--- config.mk ---
export PLATFORM = sky130hd
export DESIGN_NAME = ebm_ctrl
export DESIGN_NICKNAME = d
export VERILOG_FILES = /design/src/rtl/ebm_pkg.sv /design/src/rtl/ebm_edge_sampler.sv /design/src/rtl/ebm_settle_timer.sv /design/src/rtl/ebm_burst_tracker.sv /design/src/rtl/ebm_ctrl.sv
export SDC_FILE = /design/constraint.sdc
export NUM_CORES = 1
export LEC_CHECK = 0
export ABC_AREA = 0
export BUFFER_PORTS_ARGS = -buffer_cell sky130_fd_sc_hd__buf_2
export CELL_PAD_IN_SITES_DETAIL_PLACEMENT = 1
export CELL_PAD_IN_SITES_GLOBAL_PLACEMENT = 1
export CORE_MARGIN = 4
export CORE_UTILIZATION = 40
export CTS_CLUSTER_DIAMETER = 120
export CTS_CLUSTER_SIZE = 30
export DETAILED_ROUTE_END_ITERATION = 8
export PLACE_DENSITY = 0.73
export REMOVE_ABC_BUFFERS = 1
export SLEW_MARGIN = 20
export SYNTH_ARGS = -nofsm -noshare
export SYNTH_HDL_FRONTEND = slang
export SYNTH_HIERARCHICAL = 1
export SYNTH_SLANG_ARGS = --single-unit
export TNS_END_PERCENT = 50
--- constraint.sdc ---
create_clock -name clk -period 2.59 [get_ports clk]
set_clock_uncertainty 0.1 [all_clocks]
set_input_delay 0.3885 -clock clk [delete_from_list [all_inputs] [get_ports clk]]
set_output_delay 0.3885 -clock clk [all_outputs]
set_load 0.05 [all_outputs]
--- src/rtl/ebm_pkg.sv ---
package ebm_pkg;

  localparam int NUM_IN = 3;
  localparam int IN_A   = 0;
  localparam int IN_B   = 1;
  localparam int IN_C   = 2;

  typedef enum logic [1:0] {
    ST_IDLE  = 2'd0,
    ST_ARMED = 2'd1,
    ST_HELD  = 2'd2,
    ST_DRAIN = 2'd3
  } ebm_state_t;

  localparam logic [NUM_IN-1:0] BIT_A = NUM_IN'(1) << IN_A;
  localparam logic [NUM_IN-1:0] BIT_B = NUM_IN'(1) << IN_B;
  localparam logic [NUM_IN-1:0] BIT_C = NUM_IN'(1) << IN_C;

endpackage

--- src/rtl/ebm_edge_sampler.sv ---
module ebm_edge_sampler #(
  parameter int WIDTH = 3
) (
  input  logic             clk,
  input  logic             rst,
  input  logic [WIDTH-1:0] in_lvl,
  output logic [WIDTH-1:0] rise,
  output logic [WIDTH-1:0] fall
);

  logic [WIDTH-1:0] smp_q;
  logic [WIDTH-1:0] prv_q;

  // sample register then previous-value register; edges compare the two
  always_ff @(posedge clk) begin
    if (rst) begin
      smp_q <= '0;
      prv_q <= '0;
    end else begin
      smp_q <= in_lvl;
      prv_q <= smp_q;
    end
  end

  assign rise = smp_q & ~prv_q;
  assign fall = ~smp_q & prv_q;

endmodule

--- src/rtl/ebm_settle_timer.sv ---
module ebm_settle_timer #(
  parameter int SETTLE_CYC = 2
) (
  input  logic clk,
  input  logic rst,
  input  logic start,
  output logic busy
);

  localparam int CW = (SETTLE_CYC < 1) ? 1 : $clog2(SETTLE_CYC + 1);

  logic [CW-1:0] cnt_q;

  always_ff @(posedge clk) begin
    if (rst) begin
      cnt_q <= '0;
    end else if (start) begin
      cnt_q <= CW'(SETTLE_CYC);
    end else if (cnt_q != '0) begin
      cnt_q <= cnt_q - 1'b1;
    end
  end

  assign busy = (cnt_q != '0);

endmodule

--- src/rtl/ebm_burst_tracker.sv ---
module ebm_burst_tracker
  import ebm_pkg::*;
#(
  parameter bit B_DDC = 1'b1
) (
  input  logic              clk,
  input  logic              rst,
  input  ebm_state_t        state,
  input  logic [NUM_IN-1:0] rise,
  input  logic [NUM_IN-1:0] fall,
  input  logic              accept,
  input  logic              clear,
  output logic [NUM_IN-1:0] seen_rise,
  output logic [NUM_IN-1:0] seen_fall,
  output logic              stray
);

  logic [NUM_IN-1:0] idle_r, idle_f;
  logic [NUM_IN-1:0] allow_r, allow_f;
  logic [NUM_IN-1:0] take_r, take_f;
  logic [NUM_IN-1:0] acc_r, acc_f;

  // idle arc: b is either a free don't-care or a compulsory rising edge
  generate
    if (B_DDC) begin : g_ddc
      assign idle_r = BIT_A | BIT_B;
      assign idle_f = BIT_B;
    end else begin : g_strict
      assign idle_r = BIT_A | BIT_B;
      assign idle_f = '0;
    end
  endgenerate

  always_comb begin
    allow_r = '0;
    allow_f = '0;
    case (state)
      ST_IDLE:  begin allow_r = idle_r; allow_f = idle_f; end
      ST_ARMED: begin allow_r = BIT_C;  allow_f = BIT_A;  end
      ST_HELD:  begin allow_r = '0;     allow_f = BIT_C;  end
      ST_DRAIN: begin allow_r = '0;     allow_f = BIT_B;  end
      default:  begin allow_r = '0;     allow_f = '0;     end
    endcase
  end

  assign take_r    = accept ? (rise & allow_r) : '0;
  assign take_f    = accept ? (fall & allow_f) : '0;
  assign seen_rise = acc_r | take_r;
  assign seen_fall = acc_f | take_f;
  assign stray     = accept && ((|(rise & ~allow_r)) || (|(fall & ~allow_f)));

  always_ff @(posedge clk) begin
    if (rst || clear) begin
      acc_r <= '0;
      acc_f <= '0;
    end else begin
      acc_r <= seen_rise;
      acc_f <= seen_fall;
    end
  end

endmodule

--- src/rtl/ebm_ctrl.sv ---
module ebm_ctrl
  import ebm_pkg::*;
#(
  parameter int SETTLE_CYC = 2,
  parameter bit B_DDC      = 1'b1
) (
  input  logic clk,
  input  logic rst,
  input  logic a,
  input  logic b,
  input  logic c,
  output logic x,
  output logic y,
  output logic err
);

  logic [NUM_IN-1:0] in_vec;
  logic [NUM_IN-1:0] rise, fall;
  logic [NUM_IN-1:0] seen_rise, seen_fall;
  logic              stray;
  logic              settle_busy;
  logic              edge_any;
  logic              late_edge;
  logic              conflict;
  logic              advance;
  ebm_state_t        state_q, state_d;

  always_comb begin
    in_vec       = '0;
    in_vec[IN_A] = a;
    in_vec[IN_B] = b;
    in_vec[IN_C] = c;
  end

  ebm_edge_sampler #(.WIDTH(NUM_IN)) i_sampler (
    .clk    (clk),
    .rst    (rst),
    .in_lvl (in_vec),
    .rise   (rise),
    .fall   (fall)
  );

  ebm_burst_tracker #(.B_DDC(B_DDC)) i_tracker (
    .clk       (clk),
    .rst       (rst),
    .state     (state_q),
    .rise      (rise),
    .fall      (fall),
    .accept    (!settle_busy),
    .clear     (advance),
    .seen_rise (seen_rise),
    .seen_fall (seen_fall),
    .stray     (stray)
  );

  ebm_settle_timer #(.SETTLE_CYC(SETTLE_CYC)) i_settle (
    .clk   (clk),
    .rst   (rst),
    .start (advance),
    .busy  (settle_busy)
  );

  assign edge_any  = (|rise) || (|fall);
  assign late_edge = settle_busy && edge_any;

  always_comb begin
    state_d  = state_q;
    conflict = 1'b0;
    case (state_q)
      ST_IDLE: begin
        if (seen_rise[IN_A] && (B_DDC || seen_rise[IN_B])) state_d = ST_ARMED;
      end
      ST_ARMED: begin
        if (seen_rise[IN_C]) begin
          state_d  = ST_HELD;
          conflict = seen_fall[IN_A];
        end else if (seen_fall[IN_A]) begin
          state_d = ST_DRAIN;
        end
      end
      ST_HELD: begin
        if (seen_fall[IN_C]) state_d = ST_ARMED;
      end
      ST_DRAIN: begin
        if (seen_fall[IN_B]) state_d = ST_IDLE;
      end
      default: state_d = ST_IDLE;
    endcase
  end

  assign advance = (state_d != state_q);

  always_ff @(posedge clk) begin
    if (rst) begin
      state_q <= ST_IDLE;
      x       <= 1'b0;
      y       <= 1'b0;
      err     <= 1'b0;
    end else begin
      state_q <= state_d;
      x       <= (state_d == ST_DRAIN);
      y       <= (state_d == ST_ARMED);
      err     <= err | stray | late_edge | conflict;
    end
  end

endmodule

# Word level (Yosys, flattened, before mapping)
# Index checks and enable logic that the tools add are counted.
# word_totals
wordCells,62
in_bits,5
output_inout_bits,3
ff_bits,19
# op_classes
addsub,1
n_bitwise,15
n_eq_ne,6
muxes,14
n_reduce_logical,16
# ops
operator,n
$and A3 B3 Y3,6
$pmux W3 S3,2
$mux W2,7
$not A3 Y3,4
$reduce_or A3 Y1,4
$pmux W2 S4,1
$eq A2 B2 Y1 const B,3
$mux W3,2
$or A3 B3 Y3,2
$reduce_or A2 Y1,3
$eq A2 B1 Y1 const B,2
$reduce_bool A2 Y1,2
$logic_or A1 B1 Y1,3
$or A1 B1 Y1,3
$logic_and A1 B1 Y1,2
$logic_not A2 Y1,1
$mux W1,2
$ne A2 B2 Y1,1
$sub A2 B1 Y2 const B,1
$logic_not A1 Y1,1

# Longest topological paths before layout
# depth
word_depth,11
ltp_mapped,9
ltp_nobuf,9

# Modules after synthesis
# Netlist, hierarchy kept.
# by_module_without_submodules
mod,n_inst,area_per_inst_um2,seq_area_each_um2,cells_per_inst
ebm_burst_tracker,1,322.8,120.1,34
ebm_ctrl,1,259.0,100.1,28
ebm_edge_sampler,1,195.2,120.1,18
ebm_settle_timer,1,70.1,40.0,6

# Least setup slack after synthesis
# Ideal clock, no wire load.
# synth_path
path_kind,register to register
from,register state_q[1]
to,register i_tracker.acc_f[1]
t_arrival_ns,1.870
n_path_buf,0
required_ns,2.432
slack_ns,0.562
stages_incl_launch_ff,8
cell_sequence,dfxtp_1 inv_1 ha_1 a31o_1 o311ai_0 nand2_1 or2_1 and2b_1
# synth_via
elab_chain_len,11
elab_cells_between_ends,22
classes_between,eq/ne (4); mux (10); bitwise (4); reduce/logical (4)
# synth_lines
element,line,source
start: declaration,ebm_ctrl.sv:26,"ebm_state_t state_q, state_d;"
start signal: assignment,ebm_ctrl.sv:100,state_q <= state_d;
$eq A2 B2 Y1 or $logic_not A2 Y1 (tied branches),ebm_burst_tracker.sv:37,case (state)
$reduce_or A2 Y1 (no line),--,
$pmux W3 S3 *,ebm_burst_tracker.sv:37,
$and A3 B3 Y3 *,ebm_burst_tracker.sv:47,assign take_f = accept ? (fall & allow_f) : '0;
$mux W3 *,ebm_burst_tracker.sv:47,
$or A3 B3 Y3 *,ebm_burst_tracker.sv:49,assign seen_fall = acc_f | take_f;
named net seen_fall[0],ebm_ctrl.sv:19,"logic [NUM_IN-1:0] seen_rise, seen_fall;"
$mux W2 *,ebm_ctrl.sv:77,end else if (seen_fall[IN_A]) begin
$mux W2 *,ebm_ctrl.sv:74,if (seen_rise[IN_C]) begin
$pmux W2 S4 *,ebm_ctrl.sv:69,case (state_q)
$ne A2 B2 Y1 *,ebm_ctrl.sv:91,assign advance = (state_d != state_q);
named net advance,ebm_ctrl.sv:25,logic advance;
$logic_or A1 B1 Y1 *,ebm_burst_tracker.sv:53,if (rst || clear) begin
end signal: assignment,ebm_burst_tracker.sv:58,acc_f <= seen_fall;
end: declaration,ebm_burst_tracker.sv:21,"logic [NUM_IN-1:0] acc_r, acc_f;"
# The timed path passes the listed nets; every way through them passes the cells marked *.
# A chain may end at the register's enable or synchronous reset.

# Final worst setup path
# Ends and elaborated chain as after synthesis.

==> results.yml <==
grt:
  antenna_found_initial: 0
  grt_pass1_wl_um: 2760
  grt-ovfl-total: 0
  grt_pass1_vias: 645
  grt_max_degree: 14
  grt.total_usage: 0.139
sta:
  setup_viol: 0
  setup_slack_ns: 0.258
  maxSlewHeadroom: 0.749
  min_period_over_period: 0.900
  period_needed_ns: 2.33
  finalHoldViolations: 0
  rsz0062_at_grt: "no"
  hold_ws_ns: 0.196
  setup_tns_ns: 0
  drv_slew: 0
  tightestPinTransition_ns: 0.372
  fmax_mhz: 429
run:
  max_cap_violations: 0
critical_path:
  worst_ep_arrival_time_ns: 2.48
  critPathLaunch: "state_q[1]$_SDFF_PP0_"
  worstSetupPathType: "register to register"
  reg2reg_from: "state_q[1]$_SDFF_PP0_"
  crit_fanout: 9
  end_kind: "register"
  required_ns: 2.74
  startpoint_type: "register"
floorplanning:
  initial_utilization: 0.418
  dieWidth_um: 53.1
  io_pins: 8
  fp.dieH_um: 53.1
  core.rowCount: 16
  coreArea_um2: 1940
  die-area_um2: 2810
power_and_ir_drop:
  power_density_nw_per_um2: 1030
  p_leak_nw: 0.380
  ir_drop_mv: 0.593
finish:
  instances_no_fill: 121
  syn_to_final_growth_pct: 12.9
  drive_gt1_frac: 0.181
  nets: 104
  num_antenna_cells: 0
  fin_util: 0.472
place:
  io_buffers: 7
  place_inst: 117
  dp_slack_ns: 0.318
  place_congestion: 0.828
  hpwl_um: 1230
cts:
  clk_path_buf_depth: 2
  root_buffer: "clkbuf_4"
  ctsHtreeMaxLevel: 1
  cts_tree: "yes"
  path_clk_slew_ns: 0.11
  clock_latency_ns: 0.29
  cts_resized: 0
  cts_hold_buf: 0
  clock-sinks: 18
  cts_buffers: 3
  post-cts-setup-buffers: 0
detailed_routing:
  routed_wl_um: 1590
  detail-route-antenna-nets: 0
  wl_per_cell_um: 13.2
  drt_iter0_markers: 1
  drc: 0
  vias: 590
  drtPass1Iterations: 4
  via_per_inst: 4.88
synth:
  syn_area_um2: 812
  syn_area_per_cell_um2: 9.78
  netlist_instances: 83
  yosysWarnings: 6
hold_path:
  worstHoldStart: "b"
  min_path_type: "input pin to register"
outcome:
  status: "complete, no violations"
==> worst paths after layout <==
path	endpoint	slack, ns	depth (start not counted)
max	i_tracker/acc_f[1]$_SDFF_PP0_	0.26	7
min reg2reg	i_settle/cnt_q[0]$_SDFFE_PP0P_	0.37	1
min	i_sampler/smp_q[1]$_SDFF_PP0_	0.20	2
max reg2reg	i_tracker/acc_f[1]$_SDFF_PP0_	0.26	7
==> sequential cells by signal (all words and copies together) (netlist names) <==
signal / flops
i_tracker/acc_f: 3
y: 1
i_settle/cnt_q: 2
i_sampler/smp_q: 3
state_q: 2
x: 1
i_tracker/acc_r: 2
i_sampler/prv_q: 3
err: 1
==> placed cells by master, fill, tap and decap left out, types with 3 or more instances in the layout <==
cell      instances
nor2b_1          17
nor2_1            5
buf_2             7
inv_1             8
a31o_1            4
nand2_1           3
ha_1              4
clkbuf_4          3
dfxtp_1          18
==> layout make-up <==
type / count / area [um2]
fillers: 240 / 1020
inverters: 8 / 30.0
clock buffers: 4 / 36.3
flip-flops and latches: 18 / 360
multi-input cells: 57 / 422
well taps: 27 / 33.8
repair buffers: 7 / 35.0
==> power by group <==
part / leakage, nW / switching (W) / internal (W)
sequential: 0.148 / 0.0000518 / 0.000332
combinational: 0.211 / 0.000235 / 0.000152
clock: 0.0210 / 0.0000890 / 0.0000857
==> critical path: stages, from the launching register on <==
cell	delay, ns
dfxtp_1	0.51
inv_1	0.14
ha_1	0.21
a31o_1	0.25
o311ai_0	0.39
nand2_1	0.16
or2_1	0.32
and2b_1	0.21
==> stage by stage <==
step	total power [W]	area, um2
after floorplan	0.000688	812
after global placement	0.000765	881
after detailed placement	0.000778	881
after CTS	0.000958	917
after global routing	0.00102	917
final	0.000945	917
==> per-layer routing <==
layer  vias to the layer above  wire length (um)  GRT usage
li1                        304                 -          -
met1                       280               743      0.157
met2                         4               800      0.238
met3                         2                34     0.0338
met4                         0                14     0.0766
met5                         -                 0          0
No activity file was read; power rests on OpenSTA's default activity.
